File: src/rtl/flash_id_pkg.sv
package flash_id_pkg;
  localparam int BYTE_W = 8;

  localparam logic [BYTE_W-1:0] OP_READ_ID   = 8'h9F;
  localparam logic [BYTE_W-1:0] OP_WAKE_ID   = 8'hAB;
  localparam logic [BYTE_W-1:0] OP_MFR_DEV   = 8'h90;
  localparam logic [BYTE_W-1:0] OP_STAT_RD   = 8'h05;
  localparam logic [BYTE_W-1:0] OP_STAT_WR   = 8'h01;
  localparam logic [BYTE_W-1:0] OP_WR_ENA    = 8'h06;
  localparam logic [BYTE_W-1:0] OP_WR_DIS    = 8'h04;

  // Bits of the status byte that a status write may change (7:2).
  localparam logic [BYTE_W-1:0] STAT_WR_MASK = 8'hFC;
  localparam int               WEL_BIT      = 1;

  function automatic logic opcode_known(input logic [BYTE_W-1:0] op);
    return (op == OP_READ_ID) || (op == OP_WAKE_ID) || (op == OP_MFR_DEV) ||
           (op == OP_STAT_RD) || (op == OP_STAT_WR) || (op == OP_WR_ENA) ||
           (op == OP_WR_DIS);
  endfunction
endpackage

File: src/rtl/flash_rst_sync.sv
module flash_rst_sync #(
  parameter int STAGES = 2
) (
  input  logic clk,
  input  logic rst_n,
  output logic rst_n_sync_o
);
  logic [STAGES-1:0] chain_q;

  always_ff @(posedge clk or negedge rst_n) begin
    if (!rst_n) chain_q <= '0;
    else        chain_q <= {chain_q[STAGES-2:0], 1'b1};
  end

  assign rst_n_sync_o = chain_q[STAGES-1];
endmodule

File: src/rtl/spi_pin_sync.sv
module spi_pin_sync #(
  parameter int SYNC_STAGES = 2
) (
  input  logic clk,
  input  logic rst_n,
  input  logic sck_i,
  input  logic cs_n_i,
  input  logic mosi_i,
  output logic sck_rise_o,
  output logic sck_fall_o,
  output logic cs_active_o,
  output logic cs_rise_o,
  output logic mosi_o
);
  // Lane order inside each stage: {mosi, cs_n, sck}
  localparam int              LANES     = 3;
  localparam logic [LANES-1:0] LANE_RST = 3'b010;

  logic [LANES-1:0] stage_q [SYNC_STAGES];
  logic             sck_d_q;
  logic             cs_n_d_q;

  for (genvar g = 0; g < SYNC_STAGES; g++) begin : g_stage
    logic [LANES-1:0] stage_d;
    if (g == 0) begin : g_first
      assign stage_d = {mosi_i, cs_n_i, sck_i};
    end else begin : g_next
      assign stage_d = stage_q[g-1];
    end
    always_ff @(posedge clk or negedge rst_n) begin
      if (!rst_n) stage_q[g] <= LANE_RST;
      else        stage_q[g] <= stage_d;
    end
  end

  logic sck_s, cs_n_s;
  assign sck_s  = stage_q[SYNC_STAGES-1][0];
  assign cs_n_s = stage_q[SYNC_STAGES-1][1];
  assign mosi_o = stage_q[SYNC_STAGES-1][2];

  always_ff @(posedge clk or negedge rst_n) begin
    if (!rst_n) begin
      sck_d_q  <= 1'b0;
      cs_n_d_q <= 1'b1;
    end else begin
      sck_d_q  <= sck_s;
      cs_n_d_q <= cs_n_s;
    end
  end

  assign cs_active_o = !cs_n_s;
  assign sck_rise_o  = sck_s && !sck_d_q && !cs_n_s;
  assign sck_fall_o  = !sck_s && sck_d_q && !cs_n_s;
  assign cs_rise_o   = cs_n_s && !cs_n_d_q;
endmodule

File: src/rtl/flash_cmd_engine.sv
module flash_cmd_engine
  import flash_id_pkg::*;
#(
  parameter int CNT_W = 3
) (
  input  logic              clk,
  input  logic              rst_n,
  input  logic              sck_rise_i,
  input  logic              sck_fall_i,
  input  logic              cs_active_i,
  input  logic              mosi_i,
  input  logic [BYTE_W-1:0] status_i,
  input  logic [BYTE_W-1:0] mfr_id_i,
  input  logic [BYTE_W-1:0] mem_type_i,
  input  logic [BYTE_W-1:0] dev_id_i,
  output logic              byte_done_o,
  output logic [CNT_W-1:0]  byte_idx_o,
  output logic [BYTE_W-1:0] rx_byte_o,
  output logic [BYTE_W-1:0] opcode_o,
  output logic              miso_o
);
  localparam int               BIT_W   = $clog2(BYTE_W);
  localparam logic [BIT_W-1:0] BIT_TOP = BIT_W'(BYTE_W - 1);
  localparam logic [CNT_W-1:0] CNT_MAX = '1;

  logic [BIT_W-1:0]  bit_cnt_q,  bit_cnt_d;
  logic [CNT_W-1:0]  byte_cnt_q, byte_cnt_d;
  logic [BYTE_W-2:0] rx_sh_q,    rx_sh_d;
  logic [BYTE_W-1:0] opcode_q,   opcode_d;
  logic              dev_first_q, dev_first_d;
  logic [BYTE_W-1:0] tx_sh_q,    tx_sh_d;
  logic              miso_q,     miso_d;

  logic [BYTE_W-1:0] byte_full;
  logic              byte_done;
  logic [BYTE_W-1:0] resp;

  assign byte_full = {rx_sh_q, mosi_i};
  assign byte_done = sck_rise_i && (bit_cnt_q == BIT_TOP);

  // Byte to present for the byte slot that starts next.
  always_comb begin
    resp = '0;
    case (opcode_q)
      OP_READ_ID: begin
        if      (byte_cnt_q == CNT_W'(1)) resp = mfr_id_i;
        else if (byte_cnt_q == CNT_W'(2)) resp = mem_type_i;
        else if (byte_cnt_q == CNT_W'(3)) resp = dev_id_i;
      end
      OP_WAKE_ID: begin
        if (byte_cnt_q == CNT_W'(4)) resp = dev_id_i;
      end
      OP_MFR_DEV: begin
        if      (byte_cnt_q == CNT_W'(4)) resp = dev_first_q ? dev_id_i : mfr_id_i;
        else if (byte_cnt_q == CNT_W'(5)) resp = dev_first_q ? mfr_id_i : dev_id_i;
      end
      OP_STAT_RD: begin
        if (byte_cnt_q != '0) resp = status_i;
      end
      default: resp = '0;
    endcase
  end

  always_comb begin
    bit_cnt_d   = bit_cnt_q;
    byte_cnt_d  = byte_cnt_q;
    rx_sh_d     = rx_sh_q;
    opcode_d    = opcode_q;
    dev_first_d = dev_first_q;
    tx_sh_d     = tx_sh_q;
    miso_d      = miso_q;
    if (!cs_active_i) begin
      bit_cnt_d   = '0;
      byte_cnt_d  = '0;
      rx_sh_d     = '0;
      opcode_d    = '0;
      dev_first_d = 1'b0;
      tx_sh_d     = '0;
      miso_d      = 1'b0;
    end else begin
      if (sck_rise_i) begin
        rx_sh_d   = byte_full[BYTE_W-2:0];
        bit_cnt_d = bit_cnt_q + 1'b1;
        if (byte_done) begin
          if (byte_cnt_q != CNT_MAX) byte_cnt_d = byte_cnt_q + 1'b1;
          if (byte_cnt_q == '0) opcode_d = byte_full;
          if ((opcode_q == OP_MFR_DEV) && (byte_cnt_q == CNT_W'(3)))
            dev_first_d = |byte_full;
        end
      end
      if (sck_fall_i) begin
        if (bit_cnt_q == '0) begin
          miso_d  = resp[BYTE_W-1];
          tx_sh_d = {resp[BYTE_W-2:0], 1'b0};
        end else begin
          miso_d  = tx_sh_q[BYTE_W-1];
          tx_sh_d = {tx_sh_q[BYTE_W-2:0], 1'b0};
        end
      end
    end
  end

  always_ff @(posedge clk or negedge rst_n) begin
    if (!rst_n) begin
      bit_cnt_q   <= '0;
      byte_cnt_q  <= '0;
      rx_sh_q     <= '0;
      opcode_q    <= '0;
      dev_first_q <= 1'b0;
      tx_sh_q     <= '0;
      miso_q      <= 1'b0;
    end else begin
      bit_cnt_q   <= bit_cnt_d;
      byte_cnt_q  <= byte_cnt_d;
      rx_sh_q     <= rx_sh_d;
      opcode_q    <= opcode_d;
      dev_first_q <= dev_first_d;
      tx_sh_q     <= tx_sh_d;
      miso_q      <= miso_d;
    end
  end

  assign byte_done_o = byte_done;
  assign byte_idx_o  = byte_cnt_q;
  assign rx_byte_o   = byte_full;
  assign opcode_o    = opcode_q;
  assign miso_o      = miso_q;

  // MISO moves only on a serial clock fall or when deselected.
  assert_miso_on_fall_R9: assert property (@(posedge clk) disable iff (!rst_n)
    !$stable(miso_q) |-> $past(sck_fall_i || !cs_active_i));

  // MISO is low throughout the opcode byte.
  assert_miso_quiet_opcode_R9: assert property (@(posedge clk) disable iff (!rst_n)
    (cs_active_i && byte_cnt_q == '0) |-> !miso_q);

  // an unrecognised opcode keeps MISO low for the rest of the transfer.
  assert_unknown_quiet_R10: assert property (@(posedge clk) disable iff (!rst_n)
    (byte_cnt_q != '0 && !opcode_known(opcode_q)) |-> !miso_q);
endmodule

File: src/rtl/flash_status_reg.sv
module flash_status_reg
  import flash_id_pkg::*;
#(
  parameter int CNT_W = 3
) (
  input  logic              clk,
  input  logic              rst_n,
  input  logic              byte_done_i,
  input  logic [CNT_W-1:0]  byte_idx_i,
  input  logic [BYTE_W-1:0] rx_byte_i,
  input  logic [BYTE_W-1:0] opcode_i,
  input  logic              cs_rise_i,
  output logic [BYTE_W-1:0] status_o
);
  logic [BYTE_W-1:0] stat_q, stat_d;
  logic [BYTE_W-1:0] pend_q, pend_d;
  logic              pend_vld_q, pend_vld_d;
  logic              commit;

  assign commit = cs_rise_i && pend_vld_q && stat_q[WEL_BIT];

  always_comb begin
    stat_d     = stat_q;
    pend_d     = pend_q;
    pend_vld_d = pend_vld_q;
    if (byte_done_i) begin
      if (byte_idx_i == '0) begin
        if (rx_byte_i == OP_WR_ENA) stat_d[WEL_BIT] = 1'b1;
        if (rx_byte_i == OP_WR_DIS) stat_d[WEL_BIT] = 1'b0;
      end
      if ((byte_idx_i == CNT_W'(1)) && (opcode_i == OP_STAT_WR)) begin
        pend_d     = rx_byte_i;
        pend_vld_d = 1'b1;
      end
    end
    if (cs_rise_i) begin
      pend_vld_d = 1'b0;
      if (commit) begin
        stat_d          = (pend_q & STAT_WR_MASK) | (stat_q & ~STAT_WR_MASK);
        stat_d[WEL_BIT] = 1'b0;
      end
    end
  end

  always_ff @(posedge clk or negedge rst_n) begin
    if (!rst_n) begin
      stat_q     <= '0;
      pend_q     <= '0;
      pend_vld_q <= 1'b0;
    end else begin
      stat_q     <= stat_d;
      pend_q     <= pend_d;
      pend_vld_q <= pend_vld_d;
    end
  end

  assign status_o = stat_q;

  // the write-enable opcode leaves the latch set.
  assert_wel_set_R6: assert property (@(posedge clk) disable iff (!rst_n)
    (byte_done_i && byte_idx_i == '0 && rx_byte_i == OP_WR_ENA) |=> stat_q[WEL_BIT]);

  // an accepted status write loads bits 7:2 and drops the latch.
  assert_commit_load_R7: assert property (@(posedge clk) disable iff (!rst_n)
    (cs_rise_i && pend_vld_q && stat_q[WEL_BIT]) |=>
      (!stat_q[WEL_BIT] && stat_q[7:2] == $past(pend_q[7:2])));

  // protect and mode bits change only through an accepted write.
  assert_prot_guard_R8: assert property (@(posedge clk) disable iff (!rst_n)
    !$stable(stat_q[7:2]) |-> $past(cs_rise_i && pend_vld_q && stat_q[WEL_BIT]));
endmodule

File: src/rtl/flash_id_responder.sv
module flash_id_responder
  import flash_id_pkg::*;
#(
  parameter int SYNC_STAGES = 2,
  parameter int RST_STAGES  = 2,
  parameter int CNT_W       = 3
) (
  input  logic              clk,
  input  logic              rst_n,
  input  logic              spi_sck_i,
  input  logic              spi_cs_n_i,
  input  logic              spi_mosi_i,
  output logic              spi_miso_o,
  input  logic [BYTE_W-1:0] cfg_mfr_id_i,
  input  logic [BYTE_W-1:0] cfg_mem_type_i,
  input  logic [BYTE_W-1:0] cfg_dev_id_i
);
  logic              rst_n_s;
  logic              sck_rise, sck_fall, cs_active, cs_rise, mosi_s;
  logic              byte_done;
  logic [CNT_W-1:0]  byte_idx;
  logic [BYTE_W-1:0] rx_byte, opcode, status;

  flash_rst_sync #(.STAGES(RST_STAGES)) rst_sync_i (
    .clk          (clk),
    .rst_n        (rst_n),
    .rst_n_sync_o (rst_n_s)
  );

  spi_pin_sync #(.SYNC_STAGES(SYNC_STAGES)) pin_sync_i (
    .clk         (clk),
    .rst_n       (rst_n_s),
    .sck_i       (spi_sck_i),
    .cs_n_i      (spi_cs_n_i),
    .mosi_i      (spi_mosi_i),
    .sck_rise_o  (sck_rise),
    .sck_fall_o  (sck_fall),
    .cs_active_o (cs_active),
    .cs_rise_o   (cs_rise),
    .mosi_o      (mosi_s)
  );

  flash_cmd_engine #(.CNT_W(CNT_W)) cmd_i (
    .clk         (clk),
    .rst_n       (rst_n_s),
    .sck_rise_i  (sck_rise),
    .sck_fall_i  (sck_fall),
    .cs_active_i (cs_active),
    .mosi_i      (mosi_s),
    .status_i    (status),
    .mfr_id_i    (cfg_mfr_id_i),
    .mem_type_i  (cfg_mem_type_i),
    .dev_id_i    (cfg_dev_id_i),
    .byte_done_o (byte_done),
    .byte_idx_o  (byte_idx),
    .rx_byte_o   (rx_byte),
    .opcode_o    (opcode),
    .miso_o      (spi_miso_o)
  );

  flash_status_reg #(.CNT_W(CNT_W)) stat_i (
    .clk         (clk),
    .rst_n       (rst_n_s),
    .byte_done_i (byte_done),
    .byte_idx_i  (byte_idx),
    .rx_byte_i   (rx_byte),
    .opcode_i    (opcode),
    .cs_rise_i   (cs_rise),
    .status_o    (status)
  );
endmodule

File: config.mk
export PLATFORM = sky130hd
export DESIGN_NAME = flash_id_responder
export DESIGN_NICKNAME = d
export VERILOG_FILES = /design/src/rtl/flash_id_pkg.sv /design/src/rtl/flash_rst_sync.sv /design/src/rtl/spi_pin_sync.sv /design/src/rtl/flash_cmd_engine.sv /design/src/rtl/flash_status_reg.sv /design/src/rtl/flash_id_responder.sv
export SDC_FILE = /design/constraint.sdc
export NUM_CORES = 1
export LEC_CHECK = 0
export CAP_MARGIN = 25
export CORE_MARGIN = 2
export CORE_UTILIZATION = 48
export CTS_BUF_LIST = sky130_fd_sc_hd__clkbuf_16
export CTS_CLUSTER_DIAMETER = 40
export CTS_CLUSTER_SIZE = 28
export DETAILED_ROUTE_END_ITERATION = 16
export PLACE_DENSITY = 0.7
export SYNTH_ARGS = -nofsm -noshare
export SYNTH_HDL_FRONTEND = slang
export SYNTH_SLANG_ARGS = --single-unit
File: constraint.sdc
create_clock -name clk -period 2.4 [get_ports clk]
set_input_delay 0.48 -clock clk [delete_from_list [all_inputs] [get_ports clk]]
set_output_delay 0.48 -clock clk [all_outputs]
set_load 0.005 [all_outputs]
==> results.py <==
metrics = {
    "status": {
        "status": "complete, no violations",
    },
    "setup_path": {
        "path_max_fanout": 10,
        "crit_chain": "inv_1 -> ha_1 -> inv_2 -> or4_1 -> o21a_1 -> o21a_1",
        "path_buf_inv": 2,
        "cp-end-kind": "flop",
        "cp_common_cell": "o21a_1",
        "required_ns": 2.58,
        "arrival_ns": 2.34,
        "slowest_delay_ns": 0.76,
        "crit_slowest_cell": "or4_1",
        "critPathKind": "reg -> reg",
        "crit_family": "simple AND/OR/NAND/NOR gates",
        "start_kind": "flop",
    },
    "final_layout": {
        "final_cell_mix": "dfrtp_1 (50), nand2_1 (48), clkdlybuf4s50_1 (29), mux2_2 (19)",
        "insertedDiodeCount": 0,
        "nNetsFinal": 371,
        "area_delta_synth_final_pct": 17.4,
        "layout_commonest_cell": "dfrtp_1",
        "layout-drive-gt1-share": 0.138,
    },
    "clocking": {
        "clock_latency_ns": 0.29,
        "htreeDepth": 2,
        "cts_num_sinks": 54,
        "cts_tree": "yes",
        "postCtsSetupBuffers": 0,
        "cts_resized": 0,
        "cts_buffers": 5,
        "clk_pin_slew_ns": 0.07,
        "cts_hold_buf": 0,
        "ctsLongestPathBuffers": 2,
        "ctsRootBufferMaster": "clkbuf_16",
    },
    "grt": {
        "grt_max_degree": 53,
        "gr-total-overflow": 0,
        "antenna_found_initial": 0,
        "grt_pass1_wl_um": 11300,
        "grt_pass1_vias": 2314,
        "grtUsageTotal": 0.193,
    },
    "timing": {
        "fin_worst_skew_ns": 0.00624,
        "whs_ns": 0.347,
        "period_needed_ns": 2.17,
        "slew_headroom": 0.566,
        "setup_ws_ns": 0.231,
        "hold_viol": 0,
        "rsz0062_at_grt": "no",
        "tns_ns": 0,
        "finalSetupViolations": 0,
        "fin_crit_sh": 0.904,
        "worst_pin_slew_ns": 0.651,
        "max_clock_freq_mhz": 461,
        "slew_violations": 0,
    },
    "routing": {
        "ant_nets": 0,
        "route.detailed.drc": 0,
        "via_count": 2322,
        "routed_via_density": 5.65,
        "wire_per_inst_um": 15.5,
        "initialDrtViolationCount": 103,
        "routed_wl_um": 6360,
        "first_pass_iters": 4,
    },
    "floorplanning": {
        "fp.dieH_um": 84.0,
        "io_pins": 30,
        "dieWidth_um": 84.0,
        "die-area_mm2": 0.00705,
        "core_area_mm2": 0.00628,
        "initial_utilization": 0.489,
        "rows": 29,
    },
    "yosys": {
        "yosys_most_used_dff": "dfrtp_1",
        "netlist.area_leader.share": 0.416,
        "synth-seq-cells": 54,
        "syn_nets": 342,
        "ys_types": 48,
        "postSynthCellCount": 304,
        "syn_area_mm2": 0.00307,
        "ys_warn_count": 0,
        "synth_top_cell_by_area": "dfrtp_1",
        "synth-edff-count": 0,
        "synthArstFlopShare": 1.00,
        "synth.area.top_cells": "dfrtp_1 (42%), mux2_2 (7.0%), nand2_1 (5.9%), mux2i_1 (5.2%), ha_1 (3.7%)",
        "syn_avg_cell_area_um2": 10.1,
        "synth-seq-area-share": 0.442,
    },
    "place": {
        "post-place-ws_ns": 0.248,
        "dp.final_hpwl_um": 4620,
        "place_congestion": 0.814,
        "io_buffers": 29,
    },
    "power": {
        "vdd_drop_max_mv": 0.494,
        "power_density_mw_per_mm2": 521,
        "leakage_nw": 1.48,
    },
    "worst_hold_path": {
        "hp-class": "in -> async",
    },
    "run": {
        "drv_cap": 0,
    },
}
[path summary, 6_finish.rpt]
| check | from | to | slack [ns] | cells past startpoint |
|---|---|---|---|---|
| max | cmd_i.byte_idx_o[0] | stat_i.status_o[1] | 0.23 | 6 |
| min | rst_n | rst_sync_i.chain_q[0] | 0.35 | 1 |
| max reg2reg | cmd_i.byte_idx_o[0] | stat_i.status_o[1] | 0.23 | 6 |
| min reg2reg | pin_sync_i.g_stage[1].stage_d[2] | pin_sync_i.mosi_o | 0.35 | 0 |
| max in group asynchronous | rst_sync_i.chain_q[1] | cmd_i.rx_sh_q[0] | 1.59 | 1 |
| min in group clk | pin_sync_i.g_stage[1].stage_d[2] | pin_sync_i.mosi_o | 0.35 | 0 |
[synthesized netlist by cell type (4+ instances only)]
master and count:
mux2i_1 16, a32oi_1 12, nand2_1 48, o21ai_0 14, clkbuf_1 5, a221oi_1 7
o22ai_1 7, nor2b_1 16, buf_2 5, dfrtp_1 51, a21oi_1 14, o21a_1 4
nor2_1 10, ha_1 9, mux2_2 19, nand2b_1 4, inv_1 10, nor3b_1 9
[report_power, final]
group	internal, mW	switching [mW]	total, mW
Sequential	0.926	0.0157	0.941
Combinational	0.0683	0.0689	0.137
Clock	0.488	0.313	0.801
[metal layers]
metal	part of all wire	track usage	up-vias
met5	0	0	-
met4	0.0091	0.0440	0
met3	0.037	0.0336	5
met2	0.47	0.314	39
met1	0.48	0.271	1109
li1	-	-	1169
[cell families (layout without fill, tap and decap cells)]
kind of cell,count (synthesis),after routing,share of synthesized area
and+or+nand+nor,109,109,0.204
AOI/OAI and AO/OA,69,69,0.153
DFF,54,54,0.442
muxes,36,36,0.126
buffers and inverters,25,55,0.0351
adders and majority gates,9,9,0.0367
other,1,1,0.00122
xor gates and xnor gates,1,1,0.00285
[worst register-to-register path, stage by stage, from the launching register on]
cell     delay, ns
dfrtp_1       0.42
inv_1         0.09
ha_1          0.23
inv_2         0.13
or4_1         0.76
o21a_1        0.26
o21a_1        0.16
[cell type report]
type | instances | area, um2
Fill cell | 560 | 2670
Multi-Input combinational cell | 225 | 1610
Sequential cell | 54 | 1360
Timing Repair Buffer | 35 | 335
Clock buffer | 5 | 125
Tap cell | 77 | 96.3
Inverter | 12 | 45.0
Clock inverter | 3 | 40.0
[flip-flops by register name, indices dropped and copies added, names as in the netlist]
register / cells
rst_sync_i.chain_q: 2
stat_i.status_o: 7
cmd_i.dev_first_q: 1
pin_sync_i.sck_s: 1
cmd_i.miso_o: 1
cmd_i.bit_cnt_q: 3
stat_i.pend_q: 6
pin_sync_i.mosi_o: 1
pin_sync_i.cs_n_d_q: 1
cmd_i.opcode_o: 8
cmd_i.rx_sh_q: 7
cmd_i.tx_sh_q: 7
pin_sync_i.cs_n_s: 1
stat_i.pend_vld_q: 1
pin_sync_i.sck_d_q: 1
pin_sync_i.g_stage.stage_d: 3
cmd_i.byte_idx_o: 3
[per-stage QoR]
step | area [um2] | cells | utilization | total power, mW
6_report | 3600 | 411 | 0.574 | 1.88
5_1_grt | 3600 | 411 | 0.574 | 1.95
4_1_cts | 3600 | 410 | 0.573 | 1.90
3_5_place_dp | 3430 | 402 | 0.547 | 1.10
3_3_place_gp | 3430 | 402 | 0.547 | 1.09
2_1_floorplan | 3070 | 304 | - | 1.02
No activity file was read; power rests on OpenSTA's default activity.
